===== config.mk =====
export PLATFORM = sky130hd
export DESIGN_NAME = trc_fifo
export DESIGN_NICKNAME = d
export VERILOG_FILES = /design/src/rtl/trc_fifo_pkg.sv /design/src/rtl/trc_ctrl.sv /design/src/rtl/trc_store.sv /design/src/rtl/trc_fifo.sv
export SDC_FILE = /design/constraint.sdc
export NUM_CORES = 1
export LEC_CHECK = 0
export ABC_AREA = 1
export BUFFER_PORTS_ARGS = -buffer_cell sky130_fd_sc_hd__clkbuf_2
export CAP_MARGIN = 0
export CORE_ASPECT_RATIO = 0.6
export CORE_UTILIZATION = 55
export CTS_CLUSTER_SIZE = 40
export DETAILED_ROUTE_END_ITERATION = 8
export HOLD_SLACK_MARGIN = 0.08
export MAX_ROUTING_LAYER = met4
export PLACE_DENSITY = 0.83
export REMOVE_ABC_BUFFERS = 1
export SETUP_SLACK_MARGIN = 0.2
export SLEW_MARGIN = 25
export SYNTH_ARGS = -nofsm -noshare
export SYNTH_HDL_FRONTEND = slang
export SYNTH_SLANG_ARGS = --single-unit
export TNS_END_PERCENT = 100

===== constraint.sdc =====
create_clock -name clk -period 3.55 [get_ports clk]
set_clock_uncertainty 0.2 [all_clocks]
set_input_delay 0.355 -clock clk [delete_from_list [all_inputs] [get_ports clk]]
set_output_delay 0.355 -clock clk [all_outputs]
set_load 0.02 [all_outputs]

===== src/rtl/trc_fifo_pkg.sv =====
package trc_fifo_pkg;

    typedef enum logic [1:0] {
        MODE_BEGIN = 2'b00,
        MODE_END   = 2'b01,
        MODE_DATA  = 2'b10,
        MODE_RSV   = 2'b11
    } trc_mode_e;

    typedef enum logic [1:0] {
        ST_IDLE = 2'b00,
        ST_WAIT = 2'b01,
        ST_RUN  = 2'b10
    } trc_state_e;

endpackage


===== src/rtl/trc_ctrl.sv =====
module trc_ctrl
    import trc_fifo_pkg::*;
#(
    parameter int DEPTH = 8,
    parameter int CW    = $clog2(DEPTH) + 1
) (
    input  logic          clk,
    input  logic          rst_n,
    input  logic          arm_wr,
    input  logic          arm_wdata,
    input  logic [1:0]    mode_in,
    input  logic          match,
    input  logic          cof_vld,
    input  logic [CW-1:0] count,
    output logic          clr,
    output logic          push,
    output logic          push_data,
    output logic          pad,
    output logic          pop_ok,
    output logic          armed,
    output logic          trig_hit
);

    localparam logic [CW-1:0] FULL_C = CW'(DEPTH);
    localparam logic [CW-1:0] LAST_C = CW'(DEPTH - 1);

    trc_state_e state_q, state_nx;
    trc_mode_e  mode_q;
    logic       trig_q;
    logic       arm_set, halt, fill_last, trig_set;

    assign arm_set   = arm_wr && arm_wdata && (mode_in != MODE_RSV);
    assign halt      = arm_wr && !arm_wdata && (state_q != ST_IDLE);
    assign fill_last = (count == LAST_C);
    assign trig_set  = !arm_wr && match && (state_q != ST_IDLE);

    // State register, latched mode and trigger flag
    always_ff @(posedge clk or negedge rst_n) begin
        if (!rst_n) begin
            state_q <= ST_IDLE;
            mode_q  <= MODE_BEGIN;
            trig_q  <= 1'b0;
        end else begin
            state_q <= state_nx;
            if (arm_set) begin
                mode_q <= trc_mode_e'(mode_in);
                trig_q <= 1'b0;
            end else if (trig_set) begin
                trig_q <= 1'b1;
            end
        end
    end

    // Next-state decision
    always_comb begin
        state_nx = state_q;
        if (arm_set) begin
            state_nx = (mode_in == MODE_BEGIN) ? ST_WAIT : ST_RUN;
        end else if (halt) begin
            state_nx = ST_IDLE;
        end else if (!arm_wr) begin
            unique case (state_q)
                ST_IDLE: state_nx = ST_IDLE;
                ST_WAIT: if (match) state_nx = ST_RUN;
                ST_RUN: begin
                    unique case (mode_q)
                        MODE_BEGIN: if (cof_vld && fill_last) state_nx = ST_IDLE;
                        MODE_END:   if (match) state_nx = ST_IDLE;
                        MODE_DATA:  if (match && fill_last) state_nx = ST_IDLE;
                        default:    state_nx = ST_IDLE;
                    endcase
                end
                default: state_nx = ST_IDLE;
            endcase
        end
    end

    // Outputs toward the storage ring
    always_comb begin
        clr       = arm_set;
        pad       = halt && (count < FULL_C);
        pop_ok    = (state_q == ST_IDLE) && !arm_wr;
        push      = 1'b0;
        push_data = 1'b0;
        if (!arm_wr && state_q == ST_RUN) begin
            unique case (mode_q)
                MODE_BEGIN: push = cof_vld;
                MODE_END:   push = cof_vld && !match;
                MODE_DATA: begin
                    push      = match;
                    push_data = 1'b1;
                end
                default:    push = 1'b0;
            endcase
        end
    end

    assign armed    = (state_q != ST_IDLE);
    assign trig_hit = trig_q;

endmodule


===== src/rtl/trc_store.sv =====
module trc_store #(
    parameter int DEPTH = 8,
    parameter int AW    = 16,
    parameter int PW    = $clog2(DEPTH),
    parameter int CW    = PW + 1
) (
    input  logic          clk,
    input  logic          rst_n,
    input  logic          clr,
    input  logic          push,
    input  logic [AW-1:0] wdata,
    input  logic          pad,
    input  logic          pop,
    output logic [CW-1:0] count,
    output logic [AW-1:0] rd_data
);

    localparam logic [CW-1:0] FULL_C = CW'(DEPTH);

    logic [AW-1:0] slot_q [DEPTH];
    logic [PW-1:0] wr_q, rd_q, rd_prev;
    logic [CW-1:0] cnt_q;

    assign rd_prev = rd_q - 1'b1;

    // Ring contents: new record at the write slot, or a zero marker just
    // ahead of the oldest record on a manual halt
    always_ff @(posedge clk) begin
        if (push) begin
            slot_q[wr_q] <= wdata;
        end else if (pad) begin
            slot_q[rd_prev] <= '0;
        end
    end

    always_ff @(posedge clk or negedge rst_n) begin
        if (!rst_n) begin
            wr_q  <= '0;
            rd_q  <= '0;
            cnt_q <= '0;
        end else if (clr) begin
            wr_q  <= '0;
            rd_q  <= '0;
            cnt_q <= '0;
        end else if (pad) begin
            rd_q  <= rd_prev;
            cnt_q <= cnt_q + 1'b1;
        end else if (push) begin
            wr_q <= wr_q + 1'b1;
            if (cnt_q == FULL_C) begin
                rd_q <= rd_q + 1'b1;
            end else begin
                cnt_q <= cnt_q + 1'b1;
            end
        end else if (pop && cnt_q != '0) begin
            rd_q  <= rd_q + 1'b1;
            cnt_q <= cnt_q - 1'b1;
        end
    end

    assign count   = cnt_q;
    assign rd_data = (cnt_q != '0) ? slot_q[rd_q] : '0;

endmodule


===== src/rtl/trc_fifo.sv =====
module trc_fifo #(
    parameter int DEPTH = 8,
    parameter int AW    = 16,
    parameter int DW    = 8
) (
    input  logic                   clk,
    input  logic                   rst_n,
    input  logic                   arm_wr,
    input  logic                   arm_wdata,
    input  logic [1:0]             mode_sel,
    input  logic                   match,
    input  logic                   cof_vld,
    input  logic [AW-1:0]          cof_addr,
    input  logic [DW-1:0]          data_in,
    input  logic                   rd_stb,
    output logic [AW-1:0]          rd_data,
    output logic [$clog2(DEPTH):0] count,
    output logic                   armed,
    output logic                   trig_hit
);

    localparam int PW = $clog2(DEPTH);
    localparam int CW = PW + 1;

    logic          clr, push, push_data, pad, pop_ok;
    logic [AW-1:0] wdata;

    assign wdata = push_data ? {{(AW-DW){1'b0}}, data_in} : cof_addr;

    trc_ctrl #(.DEPTH(DEPTH), .CW(CW)) ctrl_i (
        .clk       (clk),
        .rst_n     (rst_n),
        .arm_wr    (arm_wr),
        .arm_wdata (arm_wdata),
        .mode_in   (mode_sel),
        .match     (match),
        .cof_vld   (cof_vld),
        .count     (count),
        .clr       (clr),
        .push      (push),
        .push_data (push_data),
        .pad       (pad),
        .pop_ok    (pop_ok),
        .armed     (armed),
        .trig_hit  (trig_hit)
    );

    trc_store #(.DEPTH(DEPTH), .AW(AW), .PW(PW), .CW(CW)) store_i (
        .clk     (clk),
        .rst_n   (rst_n),
        .clr     (clr),
        .push    (push),
        .wdata   (wdata),
        .pad     (pad),
        .pop     (rd_stb && pop_ok),
        .count   (count),
        .rd_data (rd_data)
    );

endmodule


==> results.cfg, run 1 <==
[sta]
setup_viol = 0
worst_pin_slew_ps = 858
final.min_clock_period_ps = 2990
rsz0062_at_grt = no
slew_violations = 0
period_share = 0.842
hold_violations = 0
hold_ws_ps = 166
timing.fmax_ghz = 0.335
slew_headroom = 0.427

[routing]
drtAntennaViolNets = 0
wire_per_inst_um = 18.7
drt-initial-drc-count = 541
drc = 0
drt-total-wl_um = 15800
first_pass_iters = 8
num_vias = 4949
via_per_inst = 5.85

[setup_path]
r2r_start = store_i.count[3]
path_depth = 8
critical-path-top-delay-family = buffers and inverters
cp_max_fo = 35
cp.buffers_inverters = 4
crit_slowest_cell = dfrtp_1
crit_start = store_i.rd_q[1]
crit_path_start_kind = register
arrival_ps = 2430
r2r-end = store_i.slot_q[5][6]
max_stage_delay_ps = 370
end_kind = output pin
cp_data_required_time_ps = 2990
r2r_cells = 6
path_cells = buf_4 -> inv_1 -> buf_4 -> o21ai_0 -> o22ai_1 -> o21ai_0 -> nor2_1 -> clkbuf_2
r2r_setup_slack_ps = 960
path_class = reg2out
cp-endpoint = rd_data[1]

[global_routing]
grt_pass1_wl_um = 24700
track_usage = 0.284
grt_max_degree = 68
first_global_vias = 4749
grt.overflow.total = 0
grt_antenna_before_repair = 0

[pwr]
p_sw_mw = 2.19
pwr-share-comb = 0.352
ir_worst_vdd_mv = 0.539
clkPwrFrac = 0.297
power.leakage_nw = 2.89
netSwitchingFraction = 0.381
power_frac_seq = 0.350
power.internal_mw = 3.56
finalPower_mw = 5.76
p_per_area_nw_per_um2 = 768

[clock_tree]
path_clk_slew_ps = 60
clockBufferDepth = 2
cts_tree = done
root_buffer = clkbuf_16
cts_max_level = 4
ctsResizeCount = 0
cts.sinks = 143
clk_latency_ps = 410
cts_buffers = 17

[synth]
synth_seq_cells = 143
yosysUniqueCellTypes = 33
yosysWarningCount = 0
ys_seq_area_frac = 0.651
yosys.area.top_type = edfxtp_1
syn_avg_cell_area_um2 = 10.6
yosys.area.top_type_share = 0.593
synth_cells = 611
synth.cell_area_um2 = 6480
yosys-top-cells-area = edfxtp_1, nor2_1, o21ai_0

[finish]
final_common_cell = nor2_1
layoutNonFillerInstCount = 846
layout_common_cells = nor2_1, edfxtp_1, o21ai_0, nand2_1, clkbuf_2
fin_nets = 712
diodes = 0
syn2layout_area_growth_pct = 15.7
final_layout_size_suffix_gt1_frac = 0.188

[place]
dpl.cell_count = 810
gp_congestion = 0.905
dp.final_hpwl_um = 9830
io_buffers = 54

[die]
core_area_um2 = 11400
rows = 30
die_w_um = 142
initial_core_util = 0.570
die_h_um = 86.1
pin_count = 55
die_area_um2 = 12200

[run]
maxCapViolCount = 0

[outcome]
status = completed

[min_path]
min_path_type = in2reg
-- power groups by stage --
stage / sequential [mW] / combinational (mW) / clock (mW)
after floorplan: 2.14 / 1.20 / 0
after global placement: 2.04 / 1.90 / 0
after detailed placement: 2.05 / 1.96 / 0
final: 2.02 / 2.03 / 1.71
after global routing: 2.02 / 2.19 / 1.79
after CTS: 2.02 / 1.99 / 1.72
-- metrics by stage --
stage / utilization / setup slack [ps] / instance area [um2] / setup TNS, ps
5_1_grt: 0.659 / 394 / 7500 / 0
3_5_place_dp: 0.606 / 893 / 6890 / 0
3_3_place_gp: 0.606 / 1030 / 6890 / 0
6_report: 0.659 / 562 / 7500 / 0
4_1_cts: 0.659 / 618 / 7500 / 0
2_1_floorplan: - / -446 / 6290 / -54850
-- flip-flops by register name, summed over array words and instances, names as in the netlist --
signal	count
store_i.wr_q	3
ctrl_i.state_q	2
store_i.rd_q	3
ctrl_i.trig_hit	1
store_i.count	4
ctrl_i.mode_q	2
store_i.slot_q	128
-- Yosys cell counts, drive strengths merged --
cell / instances
a21oi: 16
inv: 34
dfrtp: 15
nor2: 137
xnor2: 2
buf: 19
nand3: 25
a31oi: 1
clkbuf: 13
ha: 6
o211ai: 1
nor3: 1
xor2: 2
o22ai: 32
edfxtp: 128
nand4: 3
o21ai: 89
nand2: 87
-- repair_timing --
action / CTS / global route
hold buffers: 4 / 0
endpoints found under the hold margin: 19 / 0
setup buffers: 0 / 0
-- cells by family after synthesis --
group	Yosys count	share of synthesized area
adders and majority gates	6	0.0116
and+or+nand+nor	253	0.164
xor gates and xnor gates	4	0.00541
DFF	143	0.651
AOI/OAI and AO/OA	139	0.118
buffers and inverters	66	0.0498
-- area by class of cell --
type,instances,area [um2]
Clock buffer,17,425
Clock inverter,15,144
Fill cell,822,3870
Inverter,34,130
Multi-Input combinational cell,402,1940
Sequential cell,143,4220
Tap cell,160,200
Timing Repair Buffer,75,438
-- layer usage --
layer  vias to the layer above  global-route usage  wire, um
li1                       2255                   -         -
met1                      2340               0.384      6590
met2                       317               0.418      7190
met3                        37              0.0670      1710
met4                         0               0.112       313
met5                         -                   -         0
-- how the worst min path moves through the flow --
| stage | to | slack, ps | depth (start not counted) | start |
|---|---|---|---|---|
| floorplan | ctrl_i.mode_q[0] | -140 | 0 | rst_n |
| detailed placement | store_i.count[3] | 90 | 1 | rst_n |
| global placement | store_i.count[3] | 90 | 1 | rst_n |
| finish | ctrl_i.mode_q[1] | 170 | 4 | arm_wdata |
| CTS | ctrl_i.mode_q[1] | 140 | 4 | arm_wdata |
| global route | store_i.slot_q[6][13] | 180 | 3 | cof_addr[13] |
-- worst min-delay path, delay by kind of cell --
| family | cells | cell delay (ps) |
|---|---|---|
| AO/OA/AOI/OAI | 1 | 50 |
| buffers and inverters | 1 | 130 |
| AND/OR/NAND/NOR | 2 | 200 |
No activity file was read; power rests on OpenSTA's default activity.
==> run 2: changes to the inputs <==
--- a/config.mk
+++ b/config.mk
@@ -9,12 +9,12 @@
 export BUFFER_PORTS_ARGS = -buffer_cell sky130_fd_sc_hd__clkbuf_2
 export CAP_MARGIN = 0
 export CORE_ASPECT_RATIO = 0.6
-export CORE_UTILIZATION = 55
+export CORE_UTILIZATION = 54
 export CTS_CLUSTER_SIZE = 40
 export DETAILED_ROUTE_END_ITERATION = 8
 export HOLD_SLACK_MARGIN = 0.08
 export MAX_ROUTING_LAYER = met4
-export PLACE_DENSITY = 0.83
+export PLACE_DENSITY = 0.85
 export REMOVE_ABC_BUFFERS = 1
 export SETUP_SLACK_MARGIN = 0.2
 export SLEW_MARGIN = 25
==> constraint.sdc (replaced) <==
create_clock -name clk -period 2.7 [get_ports clk]
set_clock_uncertainty 0.2 [all_clocks]
set_input_delay 0.27 -clock clk [delete_from_list [all_inputs] [get_ports clk]]
set_output_delay 0.27 -clock clk [all_outputs]
set_load 0.02 [all_outputs]
==> run 2 against run 1 <==
Combinational power up 47%. Wire length up 4.2%. Worst hold slack worse by 64 ps. Count of clock-buffer cells in the layout up 4. Largest power group unchanged.
==> results.cfg, run 2 (synthesis results as in run 1) <==
[outcome]
status = completed

[sta]
slew_violations = 0
slew_headroom = 0.506
hold_violations = 0
worst_pin_slew_ps = 739
final.min_clock_period_ps = 2440
period_share = 0.904
fin_setup_tns_ps = 0
timing.fmax_ghz = 0.410
setup_viol = 0
rsz0062_at_grt = yes

[setup_path]
path_cells = inv_1 -> o21ai_0 -> nor2_1 -> clkbuf_2
end_kind = output pin
r2r-end = store_i.slot_q[5][6]
max_stage_delay_ps = 500
path_depth = 4
cp_max_fo = 16
arrival_ps = 1970
cp_data_required_time_ps = 2230
critical-path-top-delay-family = buffers and inverters
r2r_start = ctrl_i.state_q[1]
path_class = reg2out
cp.buffers_inverters = 2
r2r_setup_slack_ps = 280
r2r_cells = 5
crit_path_start_kind = register
crit_slowest_cell = dfrtp_1

[routing]
via_per_inst = 5.86
num_vias = 5015
drt-total-wl_um = 16500
drtAntennaViolNets = 0
first_pass_iters = 5
drt-initial-drc-count = 627
wire_per_inst_um = 19.2
drc = 0

[min_path]
worst_hold_path.num_cells = 3
min_to = store_i.slot_q[5][14]
hold_start = cof_addr[14]
min_path_type = in2reg

[pwr]
pwr-share-comb = 0.384
power.leakage_nw = 2.96
p_sw_mw = 2.99
ir_worst_vdd_mv = 0.543
power.internal_mw = 4.80
clkPwrFrac = 0.275
netSwitchingFraction = 0.384
p_per_area_nw_per_um2 = 1020
power_frac_seq = 0.340
finalPower_mw = 7.79

[global_routing]
track_usage = 0.287
first_global_vias = 4689
grt_max_degree = 67
grt_antenna_before_repair = 0
grt_pass1_wl_um = 25000
grt.overflow.total = 0

[place]
dp.final_hpwl_um = 9840
dpl.cell_count = 813
gp_congestion = 0.895
io_buffers = 54

[run]
maxCapViolCount = 0

[die]
core_area_um2 = 11500
rows = 30
die_w_um = 143
die_area_um2 = 12500
initial_core_util = 0.564
die_h_um = 86.9
pin_count = 55

[clock_tree]
clk_latency_ps = 420
clockBufferDepth = 2
cts_buffers = 17
cts_max_level = 4
path_clk_slew_ps = 60
cts_tree = done
root_buffer = clkbuf_16
cts.sinks = 143

[finish]
syn2layout_area_growth_pct = 18.3
layout_common_cells = nor2_1, edfxtp_1, nand2_1, o21ai_0, clkbuf_2
post-route-util = 0.668
final_layout_size_suffix_gt1_frac = 0.198
diodes = 0
layoutNonFillerInstCount = 856
final_common_cell = nor2_1
regMostFlops = store_i.slot_q
largest_reg_flops = 128
fin_nets = 722
run 2: cell count changes in the layout (fill, tap and decap cells not counted), sizes merged:
cell | previous run | this run
buf | 17 | 26
bufinv | 2 | 1
clkbuf | 71 | 74
clkinv | 6 | 8
clkinvlp | 5 | 3
dlygate4sd3 | 4 | 6
inv | 36 | 33
run 2: worst register-to-register path, stage by stage (launching register included):
cell and delay, ps:
dfrtp_1 400, inv_1 100, nand2_2 100, nand3_2 320, inv_1 350, a21oi_1 650
run 2: how the worst max path moves through the flow:
stage	slack [ps]	endpoint	start
6_report	260	rd_data[5]	store_i.rd_q[2]
5_1_grt	140	store_i.slot_q[7][6]	ctrl_i.state_q[1]
4_1_cts	200	rd_data[9]	store_i.rd_q[0]
3_5_place_dp	300	store_i.slot_q[3][0]	ctrl_i.state_q[1]
3_3_place_gp	410	store_i.slot_q[4][5]	store_i.rd_q[0]
2_1_floorplan	-1300	store_i.slot_q[7][0]	store_i.rd_q[0]
run 2: metal layers:
metal  vias up  share of wire  global-route usage
met2       297           0.46               0.422
met5         -              0                   -
met1      2410           0.44               0.396
li1       2286              -                   -
met4         0          0.013               0.115
met3        22          0.092              0.0555
run 2: power groups by stage:
stage	registers (mW)	clock network (mW)	logic (mW)
2_1_floorplan	2.81	0	1.58
3_3_place_gp	2.68	0	2.54
3_5_place_dp	2.68	0	2.64
4_1_cts	2.64	2.15	2.81
5_1_grt	2.66	2.23	3.23
6_report	2.65	2.15	2.99
run 2: what timing repair did:
item                                    in CTS  in global routing
endpoints found under the setup margin      16                 56
pin swaps                                    1                  1
hold buffers                                 6                  0
setup buffers                                1                  2
cloned                                       1                  1
hold endpoints to repair                    27                  0
gates resized for setup                      9                 17
run 2: through the flow:
stage / hold WS, ps / setup WS (ps) / area [um2]
floorplan: -226 / -1300 / 6290
detailed placement: 27.2 / 296 / 6920
global placement: 17.0 / 415 / 6920
CTS: 96.0 / 198 / 7600
finish: 102 / 259 / 7670
global route: 112 / 139 / 7670
run 2: cell type report:
type / instances / area, um2
clock inverters: 11 / 93.8
repair buffers: 85 / 606
inverters: 34 / 143
clock buffers: 21 / 440
fillers: 841 / 3820
well taps: 160 / 200
multi-input cells: 402 / 1960
flip-flops and latches: 143 / 4220
==> run 3: changes to the inputs <==
--- a/config.mk
+++ b/config.mk
@@ -8,8 +8,10 @@
 export ABC_AREA = 1
 export BUFFER_PORTS_ARGS = -buffer_cell sky130_fd_sc_hd__clkbuf_2
 export CAP_MARGIN = 0
+export CELL_PAD_IN_SITES_DETAIL_PLACEMENT = 1
+export CELL_PAD_IN_SITES_GLOBAL_PLACEMENT = 1
 export CORE_ASPECT_RATIO = 0.6
-export CORE_UTILIZATION = 54
+export CORE_UTILIZATION = 43
 export CTS_CLUSTER_SIZE = 40
 export DETAILED_ROUTE_END_ITERATION = 8
 export HOLD_SLACK_MARGIN = 0.08
==> run 3 against run 2 <==
Die area rose by 25%. Cell count increased by 5.3%. First-iteration DRC count down 17%. Combinational power is 2% higher.
==> results.cfg, run 3 (synthesis results as in run 1) <==
[outcome]
status = completed

[finish]
final_common_cell = nor2_1
syn2layout_area_growth_pct = 21.6
final_layout_size_suffix_gt1_frac = 0.219
regMostFlops = store_i.slot_q
fin_nets = 729
layout_common_cells = nor2_1, edfxtp_1, o21ai_0, nand2_1, clkbuf_2
diodes = 0
fin_area_um2 = 7880
largest_reg_flops = 128

[sta]
rsz0062_at_grt = yes
setup_viol = 0
slew_headroom = 0.600
final.min_clock_period_ps = 2440
timing.fmax_ghz = 0.410
worst_pin_slew_ps = 598
hold_violations = 0
hold_ws_ps = 105
period_share = 0.903
slew_violations = 0

[pwr]
netSwitchingFraction = 0.380
ir_worst_vdd_mv = 0.431
power.leakage_nw = 3.04
clkPwrFrac = 0.302
power_frac_seq = 0.326
pwr-share-comb = 0.372
p_sw_mw = 3.10
p_per_area_nw_per_um2 = 1040
power.internal_mw = 5.07

[die]
die_h_um = 97.1
die_w_um = 161
initial_core_util = 0.444
rows = 34
pin_count = 55
die_area_um2 = 15600
core_area_um2 = 14600

[setup_path]
critical-path-top-delay-family = buffers and inverters
cp_max_fo = 9
end_kind = register
cp_data_required_time_ps = 2610
cp.buffers_inverters = 4
max_stage_delay_ps = 540
path_class = in2reg
crit_slowest_cell = dlygate4sd3_1
path_cells = dlygate4sd3_1 -> clkbuf_2 -> inv_1 -> nand2_2 -> nand2_1 -> nand3_2 -> nand2_2 -> nand2_1 -> nor2_1 -> buf_4
arrival_ps = 2350
crit_path_start_kind = primary input

[routing]
via_per_inst = 5.63
drc = 0
num_vias = 5076
first_pass_iters = 4
drt-total-wl_um = 20100
drtAntennaViolNets = 0
wire_per_inst_um = 22.3
drt-initial-drc-count = 520

[global_routing]
first_global_vias = 5395
grt_pass1_wl_um = 30900
grt.overflow.total = 0
track_usage = 0.277
grt_antenna_before_repair = 0
grt_max_degree = 51

[min_path]
min_path_type = in2reg

[clock_tree]
cts_tree = done
cts.sinks = 143
clk_latency_ps = 420
root_buffer = clkbuf_16
path_clk_slew_ps = 60
clockBufferDepth = 2
cts_max_level = 4
cts_buffers = 17

[run]
maxCapViolCount = 0

[place]
gp_congestion = 0.828
dp.final_hpwl_um = 12500
place_area_um2 = 7060
io_buffers = 54
==> run 3: cell types whose count changed in the layout (fill, tap and decap cells not counted), sizes merged <==
cell / previous run / this run
clkbuf: 74 / 72
bufinv: 1 / 4
clkinv: 8 / 6
buf: 26 / 32
inv: 33 / 35
==> run 3: path summary, 6_finish.rpt <==
| check | startpoint | endpoint | slack, ps | cells after the start |
|---|---|---|---|---|
| worst max-delay path | match | store_i.slot_q[0][1] | 260 | 10 |
| worst min-delay path | cof_addr[12] | store_i.slot_q[2][12] | 100 | 3 |
| worst max register to register | store_i.rd_q[0] | store_i.slot_q[5][0] | 290 | 8 |
| worst min register to register | ctrl_i.trig_hit | ctrl_i.trig_hit | 320 | 2 |
| max in group asynchronous | rst_n | store_i.count[1] | 1830 | 2 |
| min in group asynchronous | rst_n | store_i.rd_q[1] | 140 | 2 |
==> run 3: worst register-to-register path: stages, from the launching register on <==
cell	delay (ps)
dfrtp_2	450
inv_4	130
ha_1	180
xor2_1	300
nor2_4	80
a21oi_2	160
nand2_1	110
nor2_1	280
buf_12	220
==> run 3: cell type report <==
type | count | area (um2)
timing repair buffer | 92 | 678
multi-input combinational | 402 | 1980
clock buffer | 18 | 429
sequential | 143 | 4220
tap | 198 | 248
inverter | 34 | 136
clock inverter | 14 | 189
fill | 1593 | 6710
==> run 3: metrics by stage <==
stage          std cells  setup TNS, ps  power, mW  setup slack (ps)   util
3_5_place_dp         861              0       5.44               250  0.484
5_1_grt              901              0       8.57               178  0.540
2_1_floorplan        579        -167170       4.39             -1300      -
3_3_place_gp         861              0       5.30               430  0.484
6_report             901              0       8.17               263  0.540
4_1_cts              900              0       8.03               188  0.534
==> run 3: power by group through the flow <==
| stage | Sequential (mW) | Clock (mW) | Combinational (mW) |
|---|---|---|---|
| after floorplan | 2.81 | 0 | 1.58 |
| after global placement | 2.67 | 0 | 2.63 |
| after detailed placement | 2.68 | 0 | 2.76 |
| after CTS | 2.64 | 2.49 | 2.89 |
| after global routing | 2.67 | 2.58 | 3.32 |
| final | 2.66 | 2.47 | 3.04 |
==> run 3: routing by layer <==
metal  share of wire  global-route usage
met1            0.44               0.360
met2            0.48               0.428
met3           0.059              0.0619
met4           0.020               0.103
met5               0                   -
==> run 3: timing repair <==
| action | CTS | global route |
|---|---|---|
| pin swaps | 0 | 1 |
| cloned | 0 | 1 |
| setup endpoints to repair | 14 | 96 |
| hold buffers | 6 | 0 |
| resized for setup | 7 | 23 |
| buffers inserted | 1 | 0 |
| hold endpoints to repair | 19 | 0 |
